[src/rtl/ifu_pkg.sv]
package ifu_pkg;
   localparam int XLEN  = 32;
   localparam int IMM_W = 16;

   typedef logic [XLEN-1:0]  addr_t;
   typedef logic [XLEN-1:0]  word_t;
   typedef logic [IMM_W-1:0] imm_t;

   // Store contents: tag in the upper half, small signed word offset below.
   function automatic word_t store_word(input int unsigned idx);
      logic [15:0] tag;
      logic [15:0] off;
      tag = 16'hC0DE ^ idx[15:0];
      off = {13'd0, idx[2:0]} - 16'd4;
      return {tag, off};
   endfunction

   // Branch displacement in bytes: sign extend, then scale by four.
   function automatic addr_t scale_offset(input imm_t imm);
      return {{(XLEN-IMM_W-2){imm[IMM_W-1]}}, imm, 2'b00};
   endfunction
endpackage

[src/rtl/ifu_pc_reg.sv]
module ifu_pc_reg
   import ifu_pkg::*;
#(
   parameter addr_t RESET_PC = '0
) (
   input  logic  clk,
   input  logic  rst,
   input  addr_t npc,
   output addr_t pc
);
   if (RESET_PC[1:0] != 2'b00) begin : g_bad_reset
      $error("ifu_pc_reg: reset address must be word aligned");
   end

   always_ff @(posedge clk) begin
      if (rst) pc <= RESET_PC;
      else     pc <= npc;
   end

   // reset wins over any next-address request
   a_r1_reset_zero: assert property (@(posedge clk) rst |=> pc == RESET_PC);

   // alignment is preserved across updates
   a_r8_aligned: assert property (@(posedge clk) disable iff (rst)
      !$past(rst) |-> pc[1:0] == 2'b00);
endmodule

[src/rtl/ifu_imem.sv]
module ifu_imem
   import ifu_pkg::*;
#(
   parameter int DEPTH = 64,
   localparam int IDX_W = $clog2(DEPTH)
) (
   input  logic [IDX_W-1:0] idx,
   output word_t            word
);
   if (DEPTH < 2 || (DEPTH & (DEPTH - 1)) != 0) begin : g_bad_depth
      $error("ifu_imem: DEPTH must be a power of two of at least 2");
   end
   if (DEPTH > 4096) begin : g_too_deep
      $error("ifu_imem: DEPTH too large for a computed store");
   end

   word_t rom [DEPTH];

   for (genvar g = 0; g < DEPTH; g++) begin : g_fill
      assign rom[g] = store_word(g);
   end

   always_comb word = rom[idx];

   // every word carries its index in the tag field
   always_comb begin
      a_r2_tag: assert (word[31:16] == (16'hC0DE ^ 16'(idx)));
   end
endmodule

[src/rtl/ifu_next_addr.sv]
module ifu_next_addr
   import ifu_pkg::*;
#(
   // 0: sequential adder followed by target adder; 1: one merged sum
   parameter int TGT_STYLE = 0
) (
   input  addr_t pc,
   input  imm_t  imm,
   input  logic  take,
   output addr_t npc
);
   if (TGT_STYLE != 0 && TGT_STYLE != 1) begin : g_bad_style
      $error("ifu_next_addr: TGT_STYLE must be 0 or 1");
   end

   addr_t seq_pc;
   addr_t tgt_pc;
   addr_t disp;

   assign disp   = scale_offset(imm);
   assign seq_pc = pc + addr_t'(4);

   if (TGT_STYLE == 0) begin : g_chain
      assign tgt_pc = seq_pc + disp;
   end else begin : g_merged
      assign tgt_pc = pc + disp + addr_t'(4);
   end

   assign npc = take ? tgt_pc : seq_pc;

   // an untaken path steps exactly one word
   always_comb begin
      a_r3_seq_step: assert (take || (npc - pc) == addr_t'(4));
   end
endmodule

[src/rtl/ifetch_npc.sv]
module ifetch_npc
   import ifu_pkg::*;
#(
   parameter int    DEPTH     = 64,
   parameter int    TGT_STYLE = 0,
   parameter addr_t RESET_PC  = '0,
   localparam int   IDX_W     = $clog2(DEPTH)
) (
   input  logic        clk,
   input  logic        rst,
   input  logic        br_sel,
   input  logic        eq_flag,
   output logic [31:0] pc_o,
   output logic [31:0] instr_o
);
   if (XLEN != 32) begin : g_bad_xlen
      $error("ifetch_npc: word width must be 32");
   end
   if (IDX_W + 2 > XLEN) begin : g_bad_idx
      $error("ifetch_npc: store index exceeds address width");
   end

   addr_t pc_q;
   addr_t npc;
   word_t instr;
   logic  take;

   assign take = br_sel & eq_flag;

   ifu_pc_reg #(.RESET_PC(RESET_PC)) u_pc (
      .clk (clk),
      .rst (rst),
      .npc (npc),
      .pc  (pc_q)
   );

   ifu_imem #(.DEPTH(DEPTH)) u_imem (
      .idx  (pc_q[IDX_W+1:2]),
      .word (instr)
   );

   ifu_next_addr #(.TGT_STYLE(TGT_STYLE)) u_nxt (
      .pc   (pc_q),
      .imm  (instr[IMM_W-1:0]),
      .take (take),
      .npc  (npc)
   );

   assign pc_o    = pc_q;
   assign instr_o = instr;

   // branch select low means a one-word step, modulo 2^32
   a_r3_seq: assert property (@(posedge clk) disable iff (rst)
      !br_sel |=> pc_o == $past(pc_o) + 32'd4);

   // equality flag alone has no effect
   a_r4_eq_alone: assert property (@(posedge clk) disable iff (rst)
      (eq_flag && !br_sel) |=> pc_o == $past(pc_o) + 32'd4);

   // taken branch lands on the scaled relative target
   a_r5_taken: assert property (@(posedge clk) disable iff (rst)
      (br_sel && eq_flag) |=> pc_o == $past(pc_o) + 32'd4
         + {{14{$past(instr_o[15])}}, $past(instr_o[15:0]), 2'b00});

   // store index ignores address bits outside the word index
   a_r7_alias: assert property (@(posedge clk) disable iff (rst)
      $stable(pc_o[IDX_W+1:2]) |-> $stable(instr_o));
endmodule

[config.mk]
export PLATFORM = sky130hd
export DESIGN_NAME = ifetch_npc
export DESIGN_NICKNAME = d
export VERILOG_FILES = /design/src/rtl/ifu_pkg.sv /design/src/rtl/ifu_pc_reg.sv /design/src/rtl/ifu_imem.sv /design/src/rtl/ifu_next_addr.sv /design/src/rtl/ifetch_npc.sv
export SDC_FILE = /design/constraint.sdc
export NUM_CORES = 1
export LEC_CHECK = 0
export CAP_MARGIN = 30
export CORE_MARGIN = 8
export CORE_UTILIZATION = 45
export DETAILED_ROUTE_END_ITERATION = 6
export PLACE_DENSITY = 0.7
export SKIP_CTS_REPAIR_TIMING = 1
export SYNTH_ARGS = -nofsm -noshare
export SYNTH_HDL_FRONTEND = slang
export SYNTH_HIERARCHICAL = 1
export SYNTH_SLANG_ARGS = --single-unit
[constraint.sdc]
create_clock -name clk -period 4.6 [get_ports clk]
set_input_delay 1.15 -clock clk [delete_from_list [all_inputs] [get_ports clk]]
set_output_delay 1.15 -clock clk [all_outputs]
set_load 0.005 [all_outputs]
* Yosys cells after proc, flatten, opt, wreduce, memory -nomap -nowiden
Memory sizes are Yosys's and may differ from the RTL's.
Index checks and enable logic that the tools add are counted.
** Word-level totals
- ROM bits :: 2048
- Memories kept :: 1
- Flip-flop bits (word level) :: 32
- Word-level logic and storage cells :: 10
- Output and inout port bits :: 64
** Memory list
- (no name shown) :: words 64, width 32, rd ports 1, clocked after Yosys merged registers in 0, write ports 0, RTL line ifu_imem.sv:23 : always_comb word = rom[idx];
** Cells by class
- Mux-type cells :: 3
- Magnitude comparators :: 1
- $add $sub $neg :: 2
- Bitwise gates (word level) :: 2
** Operator list (number)
- 32-bit two-way mux :: 3
- 32-bit by 3-bit adder with 32-bit output, second input constant :: 1
- 32-bit adder :: 1
- 7-bit greater-or-equal comparator, second input constant :: 1
- 6-bit NOT with 7-bit output :: 1
- 1-bit AND :: 1

* Logic depth before layout (Yosys ltp)
- Word-level depth :: 6
- Gate-level depth with buffers :: 16
- Mapped depth without buffers :: 14

* Modules after synthesis
The synthesis kept the hierarchy.
** Modules (own cells, without submodules)
- ifu_next_addr :: sequential area each 0.0 µm², times used 1, cells each 389, area an instance 2588.7 µm²
- ifu_pc_reg :: sequential area each 640.6 µm², times used 1, cells each 67, area an instance 863.3 µm²
- ifu_imem :: sequential area each 0.0 µm², times used 1, cells each 34, area an instance 232.7 µm²
- ifetch_npc :: sequential area each 0.0 µm², times used 1, cells each 1, area an instance 6.3 µm²

* Worst setup path before layout
No wires, ideal clock.
- Path kind :: register -> register
- From :: register u_pc.pc[4]
- To :: register u_pc.pc[31]
- Path buffers :: 1
- Path slack :: 1344 ps
- Library setup time :: 65 ps
- Data arrival time :: 3191 ps
- Stages on the path, launching flop included :: 16
- Cells stage by stage :: dfxtp_1 -> and4_1 -> buf_2 -> nand3_1 -> nor2_1 -> nand3_1 -> xnor2_1 -> ha_1 -> nand4_1 -> or3_1 -> o21ai_0 -> a211oi_1 -> nor3b_1 -> nor3b_1 -> nor4_1 -> nor2b_1
** Between the ends
- Cells in the longest elaborated chain, start to end :: 6
- Elaborated cells on any way between the ends :: 7
- Classes of those cells :: 2 x add/sub; 3 x mux; 1 x bitwise; 1 x memory
** RTL lines
- start: declaration :: RTL line ifu_pc_reg.sv:9 : output addr_t pc
- start signal: assignment :: RTL line ifu_pc_reg.sv:17 : else pc <= npc;
- 6-bit NOT with 7-bit output (implied by the code) :: RTL line ifu_imem.sv:23
- memory read 64 x 32 bit
- 32-bit two-way mux (implied by the code) (2 in a row) :: RTL line ifu_imem.sv:23
- 32-bit adder :: RTL line ifu_next_addr.sv:24 : assign tgt_pc = seq_pc + disp;
- 32-bit two-way mux * :: RTL line ifu_next_addr.sv:29 : assign npc = take ? tgt_pc : seq_pc;
- named net npc[31] :: RTL line ifetch_npc.sv:24 : addr_t npc;
Mark *: on every way through the listed nets, which the timed path passes. The rest lies on a longest branch. The select of a mux whose other input is x is not followed.
A chain may end at the register's enable or synchronous reset.

* Final worst setup path
- From :: register u_pc.pc[5]
- To :: register u_pc.pc[31]
The elaborated chain is that of the path after synthesis.

==> results.cfg <==
[sta]
period_minus_slack_ns = 4.10
skew_ns = 0.00693
slew_headroom_pct = 42.1
fmax_ghz = 0.244
fin_crit_sh_pct = 89.1
fin_tns_setup_ns = 0
finalSetupViolations = 0
setup_slack_ns = 0.501
tightest_slew_ns = 0.867
drv_slew = 0
rsz0062_at_grt = false
hold_viol = 0

[synthesis]
ys.flop_type = dfxtp_1
synthesis.instances = 491
synth-seq-cells = 32
yosys.area.top_type = dfxtp_1
synth_most_common_cell = a21oi_1
async_flop_share_pct = 0
ys_seq_area_share_pct = 17.4
synth-edff-count = 0
synth_area_leaders = dfxtp_1 17%, ha_1 13%, xnor2_1 7.6%
synth_cell_types = 51
ys_warn_count = 6
yosysTopAreaCellShare_pct = 17.4
syn_area_mm2 = 0.00369
avgSynthCellArea_um2 = 7.52
synth_common_cells = 47 x a21oi_1, 40 x nor2_1, 37 x ha_1

[finish]
largest_reg_flops = 32
seqCellArea_um2 = 641
layout-drive-gt1-share_pct = 3.46
nFillCells = 854
top_regs = u_pc/pc x32
fin_util_pct = 52.3
syn2layout_area_growth_pct = 14.7
final_cells = 625
finalNetCount = 562
regMostFlops = u_pc/pc
multi_input_area_mm2 = 0.00271
antenna_cells = 0

[run]
maxCapViolCount = 0

[grt]
grt_pass1_vias = 3425
grt_pass1_wl_um = 16200
grt_antenna_before_repair = 0
grt_usage_pct = 17.1
grt_max_degree = 53
gr-total-overflow = 0

[routing]
dr_total_vias = 3439
ant_nets = 0
drt_iter0_drc = 163
vias_per_cell = 5.50
drc = 0
wirelength_um = 9700
wl_per_cell_um = 15.5
first_pass_iters = 4

[placed_design]
place_congestion = 0.931
place_worst_setup_slack_ns = 0.596
dp_hpwl_um = 7520
placed_cells = 618
placement.io_buffers = 57

[worst_setup_path]
worstPathCellList = and4_1 > nand3_1 > nor2_1 > nand3_1 > xnor2_1 > ha_1 > nand4_1 > or3_1 > o21ai_0 > a211oi_1 > nor3b_1 > nor3b_1 > nor4_1 > nor2b_1
cp.arrival_ns = 4.26
rr_endpoint = u_pc/pc[31]
cp-startpoint = u_pc/pc[5]
slowest_stage = dfxtp_1
endpoint_kind = flip-flop
required_ns = 4.76
cp_slowest_stage_delay_ns = 0.45
ff2ff_path_depth = 14
critPathLaunchType = flip-flop
worstSetupPathType = flip-flop to flip-flop
ff2ff_setup_slack_ns = 0.50
r2r_start = u_pc/pc[5]
cp_max_fo = 6

[min_path]
whs_path_depth = 1
min_path_type = flip-flop to flip-flop
hold_end = u_pc/pc[1]
min_from = u_pc/pc[1]

[floorplanning]
io_pins = 68
die_height_um = 107
core_area_mm2 = 0.00809
die_area_mm2 = 0.0114
rows = 33
initial_core_util_pct = 45.6
die_width_um = 107

[clock_network]
clk_pin_slew_ns = 0.07
tritoncts = done
cts_root_buffer = clkbuf_8
clockBufferDepth = 2
cts-buffers-inserted = 5
clk_latency_ns = 0.28
clock-sinks = 32
htree_levels = 2

[power_and_ir_drop]
finalPower_mw = 1.75
p_leak_nw = 1.79
peakVddDrop_uv = 174
powerDensity_mw_per_mm2 = 413

[run_status]
outcome = completed
-- metrics by stage --
| stage | hold slack (ns) | cell area, um^2 |
|---|---|---|
| final | 0.468 | 4230 |
| after global routing | 0.488 | 4230 |
| after CTS | 0.469 | 4230 |
| after detailed placement | 0.460 | 4160 |
| after global placement | 0.453 | 4160 |
| after floorplan | 0.553 | 3720 |
-- power breakdown --
part | switching (mW) | total, mW | internal, mW
Sequential | 0.0546 | 0.370 | 0.315
Combinational | 0.616 | 1.17 | 0.553
Clock | 0.107 | 0.210 | 0.103
Total | 0.777 | 1.75 | 0.971
-- placed cells by master, fill, tap and decap left out, drive strengths merged, types with 16 or more instances in the layout --
cell	n
nand2	34
ha	37
a21oi	47
nor2	40
inv	18
clkdlybuf4s50	57
nand3	16
dfxtp	32
nor2b	34
nand4	16
o21ai	16
xor2	17
xnor2	32
-- worst max-delay path: cells and delay by family (launching register included) --
kind | cells | cell delay [ns]
XOR/XNOR | 1 | 0.20
AND/OR/NAND/NOR | 10 | 2.62
flip-flops | 1 | 0.45
AO/OA/AOI/OAI | 2 | 0.34
adder cells (fa/ha/maj) | 1 | 0.37
-- how the worst max path moves through the flow --
stage | endpoint | slack (ns) | cells after the start
6_report | u_pc/pc[31] | 0.50 | 14
5_1_grt | u_pc/pc[31] | 0.20 | 14
4_1_cts | u_pc/pc[31] | 0.57 | 14
3_5_place_dp | u_pc/pc[31] | 0.60 | 14
3_3_place_gp | u_pc/pc[31] | 0.69 | 14
2_1_floorplan | u_pc/pc[31] | 1.34 | 15
-- routing by layer --
metal  part of all wire [%]  up-vias  track usage [%]
met5                      0        -                0
met3                    5.5       19             3.75
li1                       -     1747                -
met1                     46     1578             20.7
met4                    2.9        0             6.83
met2                     46       95             28.6
-- cell type report --
class	instances	share of cell area [%]
clock buffers	6	1.71
multi-input cells	401	64.0
well taps	105	3.10
clock inverters	1	0.118
repair buffers	62	14.4
inverters	18	1.60
flip-flops and latches	32	15.1
-- cell families after synthesis --
family	after synthesis	share of synthesized area, %
AOI/OAI and AO/OA	118	20.5
and+or+nand+nor	180	25.4
xor gates and xnor gates	49	11.6
other	2	0.203
muxes	6	1.69
DFF	32	17.4
adders and majority gates	38	13.1
buffers and inverters	66	10.1
(Power assumes the default switching activity.)
